`config.mk`:
```
export PLATFORM = sky130hd
export DESIGN_NAME = rxq_top
export DESIGN_NICKNAME = d
export VERILOG_FILES = /design/src/rtl/rxq_pkg.sv /design/src/rtl/rxq_ctrl.sv /design/src/rtl/rxq_store.sv /design/src/rtl/rxq_top.sv
export SDC_FILE = /design/constraint.sdc
export NUM_CORES = 1
export LEC_CHECK = 0
export ABC_AREA = 1
export BUFFER_PORTS_ARGS = -buffer_cell sky130_fd_sc_hd__buf_2
export CAP_MARGIN = 10
export CORE_ASPECT_RATIO = 1.1
export CORE_MARGIN = 2
export CORE_UTILIZATION = 49
export DETAILED_ROUTE_END_ITERATION = 8
export GPL_TIMING_DRIVEN = 0
export PLACE_DENSITY = 0.66
export SYNTH_ARGS = -nofsm -noshare
export SYNTH_HDL_FRONTEND = slang
export SYNTH_SLANG_ARGS = --single-unit
```
`constraint.sdc`:
```
create_clock -name clk -period 3 [get_ports clk]
set_clock_uncertainty 0.2 [all_clocks]
set_input_delay 0.6 -clock clk [delete_from_list [all_inputs] [get_ports clk]]
set_output_delay 0.6 -clock clk [all_outputs]
set_load 0.005 [all_outputs]
```
`src/rtl/rxq_pkg.sv`:
```
package rxq_pkg;
  localparam int RXQ_DW = 8;

  typedef struct packed {
    logic              brk;
    logic              frm;
    logic              par;
    logic [RXQ_DW-1:0] data;
  } rxq_entry_t;

  // strobes from control to datapath
  typedef struct packed {
    logic push;
    logic pop;
    logic clear;
  } rxq_strobe_t;

  typedef enum logic [1:0] {
    TRIG_ONE  = 2'b00,
    TRIG_QTR  = 2'b01,
    TRIG_HALF = 2'b10,
    TRIG_NEAR = 2'b11
  } rxq_trig_e;

  function automatic logic entryFlagged(rxq_entry_t e);
    return e.brk | e.frm | e.par;
  endfunction
endpackage

```
`src/rtl/rxq_ctrl.sv`:
```
module rxq_ctrl
  import rxq_pkg::*;
#(
  parameter int DEPTH = 16,
  localparam int CW = $clog2(DEPTH + 1)
) (
  input  logic          clk,
  input  logic          rstN,
  input  logic          ctrlWe,
  input  logic [7:0]    ctrlData,
  input  logic          rxValid,
  input  logic          hostRd,
  output rxq_strobe_t   strb,
  output logic [CW-1:0] fillLevel,
  output logic          dataReq,
  output logic          fifoEn,
  output logic          txFlush,
  output logic          overrun
);
  localparam int LVL_QTR  = DEPTH / 4;
  localparam int LVL_HALF = DEPTH / 2;
  localparam int LVL_NEAR = DEPTH - 2;

  logic          enR;
  rxq_trig_e     trigR;
  logic          rxFlushR;
  logic          txFlushR;
  logic          overrunR;
  logic [CW-1:0] countR;
  logic [CW-1:0] capacity;
  logic [CW-1:0] threshold;
  logic          full;

  // control word register with self-clearing flush strobes
  always_ff @(posedge clk) begin
    if (!rstN) begin
      enR      <= 1'b0;
      trigR    <= TRIG_ONE;
      rxFlushR <= 1'b0;
      txFlushR <= 1'b0;
    end else begin
      rxFlushR <= 1'b0;
      txFlushR <= 1'b0;
      if (ctrlWe) begin
        enR      <= ctrlData[0];
        trigR    <= rxq_trig_e'(ctrlData[7:6]);
        rxFlushR <= ctrlData[1] | (ctrlData[0] != enR);
        txFlushR <= ctrlData[2];
      end
    end
  end

  assign capacity = enR ? CW'(DEPTH) : CW'(1);
  assign full     = countR >= capacity;

  always_comb begin
    strb.clear = rxFlushR;
    strb.push  = rxValid && !full && !rxFlushR;
    strb.pop   = hostRd && (countR != '0) && !rxFlushR;
  end

  always_ff @(posedge clk) begin
    if (!rstN) begin
      countR   <= '0;
      overrunR <= 1'b0;
    end else begin
      overrunR <= rxValid && full && !rxFlushR;
      if (strb.clear) begin
        countR <= '0;
      end else begin
        case ({strb.push, strb.pop})
          2'b10:   countR <= countR + CW'(1);
          2'b01:   countR <= countR - CW'(1);
          default: countR <= countR;
        endcase
      end
    end
  end

  always_comb begin
    if (!enR) begin
      threshold = CW'(1);
    end else begin
      case (trigR)
        TRIG_ONE:  threshold = CW'(1);
        TRIG_QTR:  threshold = CW'(LVL_QTR);
        TRIG_HALF: threshold = CW'(LVL_HALF);
        default:   threshold = CW'(LVL_NEAR);
      endcase
    end
  end

  assign dataReq   = countR >= threshold;
  assign fillLevel = countR;
  assign fifoEn    = enR;
  assign txFlush   = txFlushR;
  assign overrun   = overrunR;


  no_overflow_chk: assert property (@(posedge clk) disable iff (!rstN)
    countR <= CW'(DEPTH));


  full_drop_chk: assert property (@(posedge clk) disable iff (!rstN)
    (rxValid && full && !hostRd && !rxFlushR) |=> (overrunR && countR == $past(countR)));


  single_slot_chk: assert property (@(posedge clk) disable iff (!rstN)
    (!enR && !rxFlushR) |-> countR <= CW'(1));


  flush_empty_chk: assert property (@(posedge clk) disable iff (!rstN)
    rxFlushR |=> countR == '0);


  tx_pulse_chk: assert property (@(posedge clk) disable iff (!rstN)
    (txFlushR && !ctrlWe) |=> !txFlushR);


  empty_read_chk: assert property (@(posedge clk) disable iff (!rstN)
    (countR == '0 && hostRd && !rxValid && !rxFlushR) |=> countR == '0);
endmodule

```
`src/rtl/rxq_store.sv`:
```
module rxq_store
  import rxq_pkg::*;
#(
  parameter int DEPTH = 16,
  localparam int AW = $clog2(DEPTH),
  localparam int CW = $clog2(DEPTH + 1)
) (
  input  logic        clk,
  input  logic        rstN,
  input  rxq_strobe_t strb,
  input  rxq_entry_t  wrEntry,
  output rxq_entry_t  headEntry,
  output logic        errAny
);
  localparam bit POW2 = (DEPTH & (DEPTH - 1)) == 0;

  rxq_entry_t    slotMem [DEPTH];
  logic [AW-1:0] wrPtr;
  logic [AW-1:0] rdPtr;
  logic [AW-1:0] wrNext;
  logic [AW-1:0] rdNext;
  logic [CW-1:0] errCnt;
  logic          wrFlag;
  logic          headFlag;

  // pointer advance: free wrap for power-of-two depth, compare otherwise
  generate
    if (POW2) begin : g_wrap_free
      assign wrNext = wrPtr + AW'(1);
      assign rdNext = rdPtr + AW'(1);
    end else begin : g_wrap_cmp
      assign wrNext = (wrPtr == AW'(DEPTH - 1)) ? '0 : wrPtr + AW'(1);
      assign rdNext = (rdPtr == AW'(DEPTH - 1)) ? '0 : rdPtr + AW'(1);
    end
  endgenerate

  always_ff @(posedge clk) begin
    for (int s = 0; s < DEPTH; s++) begin
      if (strb.push && wrPtr == AW'(s)) slotMem[s] <= wrEntry;
    end
  end

  always_ff @(posedge clk) begin
    if (!rstN) begin
      wrPtr <= '0;
      rdPtr <= '0;
    end else if (strb.clear) begin
      wrPtr <= '0;
      rdPtr <= '0;
    end else begin
      if (strb.push) wrPtr <= wrNext;
      if (strb.pop)  rdPtr <= rdNext;
    end
  end

  assign headEntry = slotMem[rdPtr];
  assign wrFlag    = entryFlagged(wrEntry);
  assign headFlag  = entryFlagged(headEntry);

  // tally of stored characters that carry any flag
  always_ff @(posedge clk) begin
    if (!rstN) begin
      errCnt <= '0;
    end else if (strb.clear) begin
      errCnt <= '0;
    end else begin
      case ({strb.push && wrFlag, strb.pop && headFlag})
        2'b10:   errCnt <= errCnt + CW'(1);
        2'b01:   errCnt <= errCnt - CW'(1);
        default: errCnt <= errCnt;
      endcase
    end
  end

  assign errAny = errCnt != '0;


  clear_reset_chk: assert property (@(posedge clk) disable iff (!rstN)
    strb.clear |=> (errCnt == '0 && wrPtr == rdPtr));


  err_bound_chk: assert property (@(posedge clk) disable iff (!rstN)
    errCnt <= CW'(DEPTH));


  err_drop_chk: assert property (@(posedge clk) disable iff (!rstN)
    (strb.pop && headFlag && !strb.push && errCnt == CW'(1)) |=> !errAny);
endmodule

```
`src/rtl/rxq_top.sv`:
```
module rxq_top
  import rxq_pkg::*;
#(
  parameter int DEPTH = 16,
  localparam int CW = $clog2(DEPTH + 1)
) (
  input  logic          clk,
  input  logic          rstN,
  input  logic          ctrlWe,
  input  logic [7:0]    ctrlData,
  input  logic          rxValid,
  input  logic [7:0]    rxData,
  input  logic          rxParErr,
  input  logic          rxFrmErr,
  input  logic          rxBreak,
  input  logic          hostRd,
  output logic          hostValid,
  output logic [7:0]    hostData,
  output logic          hostParErr,
  output logic          hostFrmErr,
  output logic          hostBreak,
  output logic [CW-1:0] fillLevel,
  output logic          dataReq,
  output logic          fifoErr,
  output logic          overrun,
  output logic          txFlush
);
  rxq_strobe_t strb;
  rxq_entry_t  wrEntry;
  rxq_entry_t  headEntry;
  logic        fifoEn;
  logic        errAny;

  assign wrEntry = '{brk: rxBreak, frm: rxFrmErr, par: rxParErr, data: rxData};

  rxq_ctrl #(.DEPTH(DEPTH)) u_ctrl (
    .clk       (clk),
    .rstN      (rstN),
    .ctrlWe    (ctrlWe),
    .ctrlData  (ctrlData),
    .rxValid   (rxValid),
    .hostRd    (hostRd),
    .strb      (strb),
    .fillLevel (fillLevel),
    .dataReq   (dataReq),
    .fifoEn    (fifoEn),
    .txFlush   (txFlush),
    .overrun   (overrun)
  );

  rxq_store #(.DEPTH(DEPTH)) u_store (
    .clk       (clk),
    .rstN      (rstN),
    .strb      (strb),
    .wrEntry   (wrEntry),
    .headEntry (headEntry),
    .errAny    (errAny)
  );

  assign hostValid  = fillLevel != '0;
  assign hostData   = hostValid ? headEntry.data : '0;
  assign hostParErr = hostValid & headEntry.par;
  assign hostFrmErr = hostValid & headEntry.frm;
  assign hostBreak  = hostValid & headEntry.brk;
  assign fifoErr    = fifoEn & errAny;
endmodule

```
==> results.yml <==
power_and_ir_drop:
  leakage_nw: 3.99
  powerDensity_nw_per_um2: 829
  p_int_mw: 5.91
  clkPwrFrac_pct: 30.2
  peakVddDrop_mv: 0.518
  pwr-share-comb_pct: 31.2
  power_switching_mw: 2.73
  swShare_pct: 31.6
  seqPwrFrac_pct: 38.6
setup_path:
  endpoint_kind: "output port"
  regToRegEndpoint: "u_store.slotMem[9][3]"
  path_buf_inv: 4
  critPathLaunchType: "flop"
  crit_chain: "buf_6 > buf_8 > buf_12 > nor2_1 > o211ai_1 > nand3_1 > a21oi_2 > buf_2"
  rr_worst_depth: 9
  cp_slowest_cell: "dfxtp_2"
  max_stage_delay_ns: 0.36
  r2r_start: "u_ctrl.fillLevel[0]"
  cp_data_required_time_ns: 2.20
  cp.arrival_ns: 2.14
  crit_family: "buffers and inverters"
  r2r_slack_ns: 0.07
  path_class: "reg -> out"
  cp_max_fo: 10
clock_network:
  clk_pin_slew_ns: 0.06
  cts_buffers: 22
  clock_latency_ns: 0.50
  root_buffer: "clkbuf_16"
  cts_tree: "done"
  cts.sinks: 204
  h-tree-depth: 1
  ctsHoldBuffers: 0
  cts_max_path_buffers: 3
logic_synthesis:
  yosys_warnings: 0
  synth_edf_count: 176
  syn_area_sq_um: 8720
  ys.flop_type: "edfxtp_1"
  ys_async_sr_fraction_pct: 0
  ys_ff_latch: 204
  syn-num-nets: 830
  ys_seq_area_share_pct: 67.0
  yosys.cell_types.count: 32
  syn_area_per_cell_sq_um: 11.1
  syn_inst: 785
sta:
  tightestPinTransition_ns: 1.21
  fin_crit_sh_pct: 97.9
  finalMaxSlewViolations: 0
  hold_viol: 0
  rsz0062_at_grt: "true"
  relSlewSlack_pct: 19.3
  period_minus_slack_ns: 2.94
  max_freq_mhz: 341
  setup_viol: 0
  totalNegativeSetupSlack_ns: 0
  setup_ws_ns: 0.0640
floorplan:
  num_rows: 51
  fp.dieW_um: 131
  num_io_pins: 45
  die-area_sq_um: 18900
  die_h_um: 144
  fp.coreArea_sq_um: 17500
  initial_core_util_pct: 49.7
cells_and_area:
  final_cells: 1127
  diodes: 0
  multi_input_area_sq_um: 2550
  regArea_sq_um: 5850
  drive_gt1_share_pct: 20.1
  nFillCells: 1441
  fin_nets: 919
  final_common_cell: "edfxtp_1"
  final_cell_mix: "176 x edfxtp_1, 144 x nand2_1, 82 x nor2_1, 58 x inv_1, 58 x nand3_1"
  areaGrowthSynthToFinish_pct: 19.5
routing:
  drtIter0Drc: 584
  wl_mm: 21.4
  route.vias.total: 6121
  drc: 0
  drtPass1Iterations: 5
  viasPerCell: 5.43
  wl_per_cell_um: 19.0
  drtAntennaViolNets: 0
placed_design:
  gp_congestion: 0.850
  port_buffers: 41
  hpwl_mm: 13.9
  place_ws_ns: -0.382
  place_inst: 1069
hold_path:
  hp-class: "in -> reg"
  hold_depth: 3
  min_to: "u_ctrl.trigR[1]"
  hold_start: "ctrlData[7]"
global_route:
  grt_antenna_before_repair: 0
  grt_pass1_wl_mm: 32.3
  grt_use_total_pct: 22.5
  grt_max_degree: 18
  first_global_vias: 5885
  gr-total-overflow: 0
status:
  status: "finished clean"
run:
  maxCapViolCount: 0
## sequential cells by signal, summed over array words and instances, names as in the netlist, 2 cells and up, named ones only
signal and count:
u_ctrl.fillLevel 5, u_ctrl.trigR 2, u_store.errCnt 5, u_store.rdPtr 4
u_store.slotMem 176, u_store.wrPtr 4
## power by group through the flow
stage | registers, mW | clock network (mW) | logic (mW)
floorplan | 3.36 | 0 | 1.42
global placement | 3.38 | 0 | 2.14
detailed placement | 3.39 | 0 | 2.20
CTS | 3.32 | 2.61 | 2.41
global route | 3.35 | 2.75 | 2.97
finish | 3.33 | 2.61 | 2.70
## routing by layer
metal | share of wire [%] | routed length (um) | vias to the layer above | GRT usage [%]
met5 | 0 | 0 | - | 0
met4 | 3.5 | 757 | 0 | 9.27
li1 | - | - | 2903 | -
met2 | 50 | 10700 | 208 | 39.0
met1 | 40 | 8530 | 2961 | 28.2
met3 | 6.9 | 1480 | 49 | 3.84
## tightest hold or removal path: cells and delay by family
kind	cells	cell delay, ns
buffers and inverters	1	0.08
and+or+nand+nor	2	0.11
## cell type report
type                    instances  share of cell area [%]
plain buffers                  36                    3.00
clock buffers                  30                    6.07
clock inverters                 9                   0.636
inverters                      65                    2.48
multi-input cells             479                    24.5
flip-flops and latches        204                    56.1
well taps                     238                    2.86
repair buffers                 66                    4.31
## cells by family after synthesis
group,count (synthesis),share of synthesized area (%)
compound gates,142,9.15
xor+xnor,10,1.00
fa+ha+maj,21,3.18
buf+inv,102,5.38
flops,204,67.0
simple gates,306,14.3
## per-stage QoR
step | hold WS (ns) | utilization, % | cell area, sq um | power, mW
2_1_floorplan | 0.247 | - | 8720 | 4.78
3_3_place_gp | 0.268 | 52.6 | 9230 | 5.53
3_5_place_dp | 0.283 | 53.0 | 9290 | 5.59
4_1_cts | 0.126 | 58.0 | 10200 | 8.34
5_1_grt | 0.137 | 59.4 | 10400 | 9.07
6_report | 0.126 | 59.4 | 10400 | 8.64
## cells in the mapped netlist (all sizes together) (9+ instances only)
cell    count  area [sq um]
edfxtp    176          5290
nand2     147           552
nor2       93           357
inv        64           243
o21ai      60           300
nand3      59           295
a21oi      51           255
dfxtp      28           561
buf        25           178
ha         19           238
clkbuf     12          45.0
o211ai     11          82.6
o31ai       9          67.6
## how the worst max path moves through the flow
| stage | end | cells after the start | start |
|---|---|---|---|
| final | hostData[7] | 8 | flop |
| after global routing | u_store.errCnt[4] | 20 | flop |
| after CTS | u_ctrl.fillLevel[4] | 16 | u_ctrl.fifoEn |
| after detailed placement | u_ctrl.fillLevel[4] | 16 | u_ctrl.fifoEn |
| after global placement | u_store.slotMem[3][4] | 10 | u_ctrl.fifoEn |
| after floorplan | u_ctrl.fillLevel[4] | 16 | u_ctrl.fifoEn |
## timing repair
action,CTS,global route
cloned,0,2
setup endpoints to repair,164,83
pin swaps,15,15
buffers inserted,8,10
resized for setup,40,53
(Power assumes the default switching activity.)
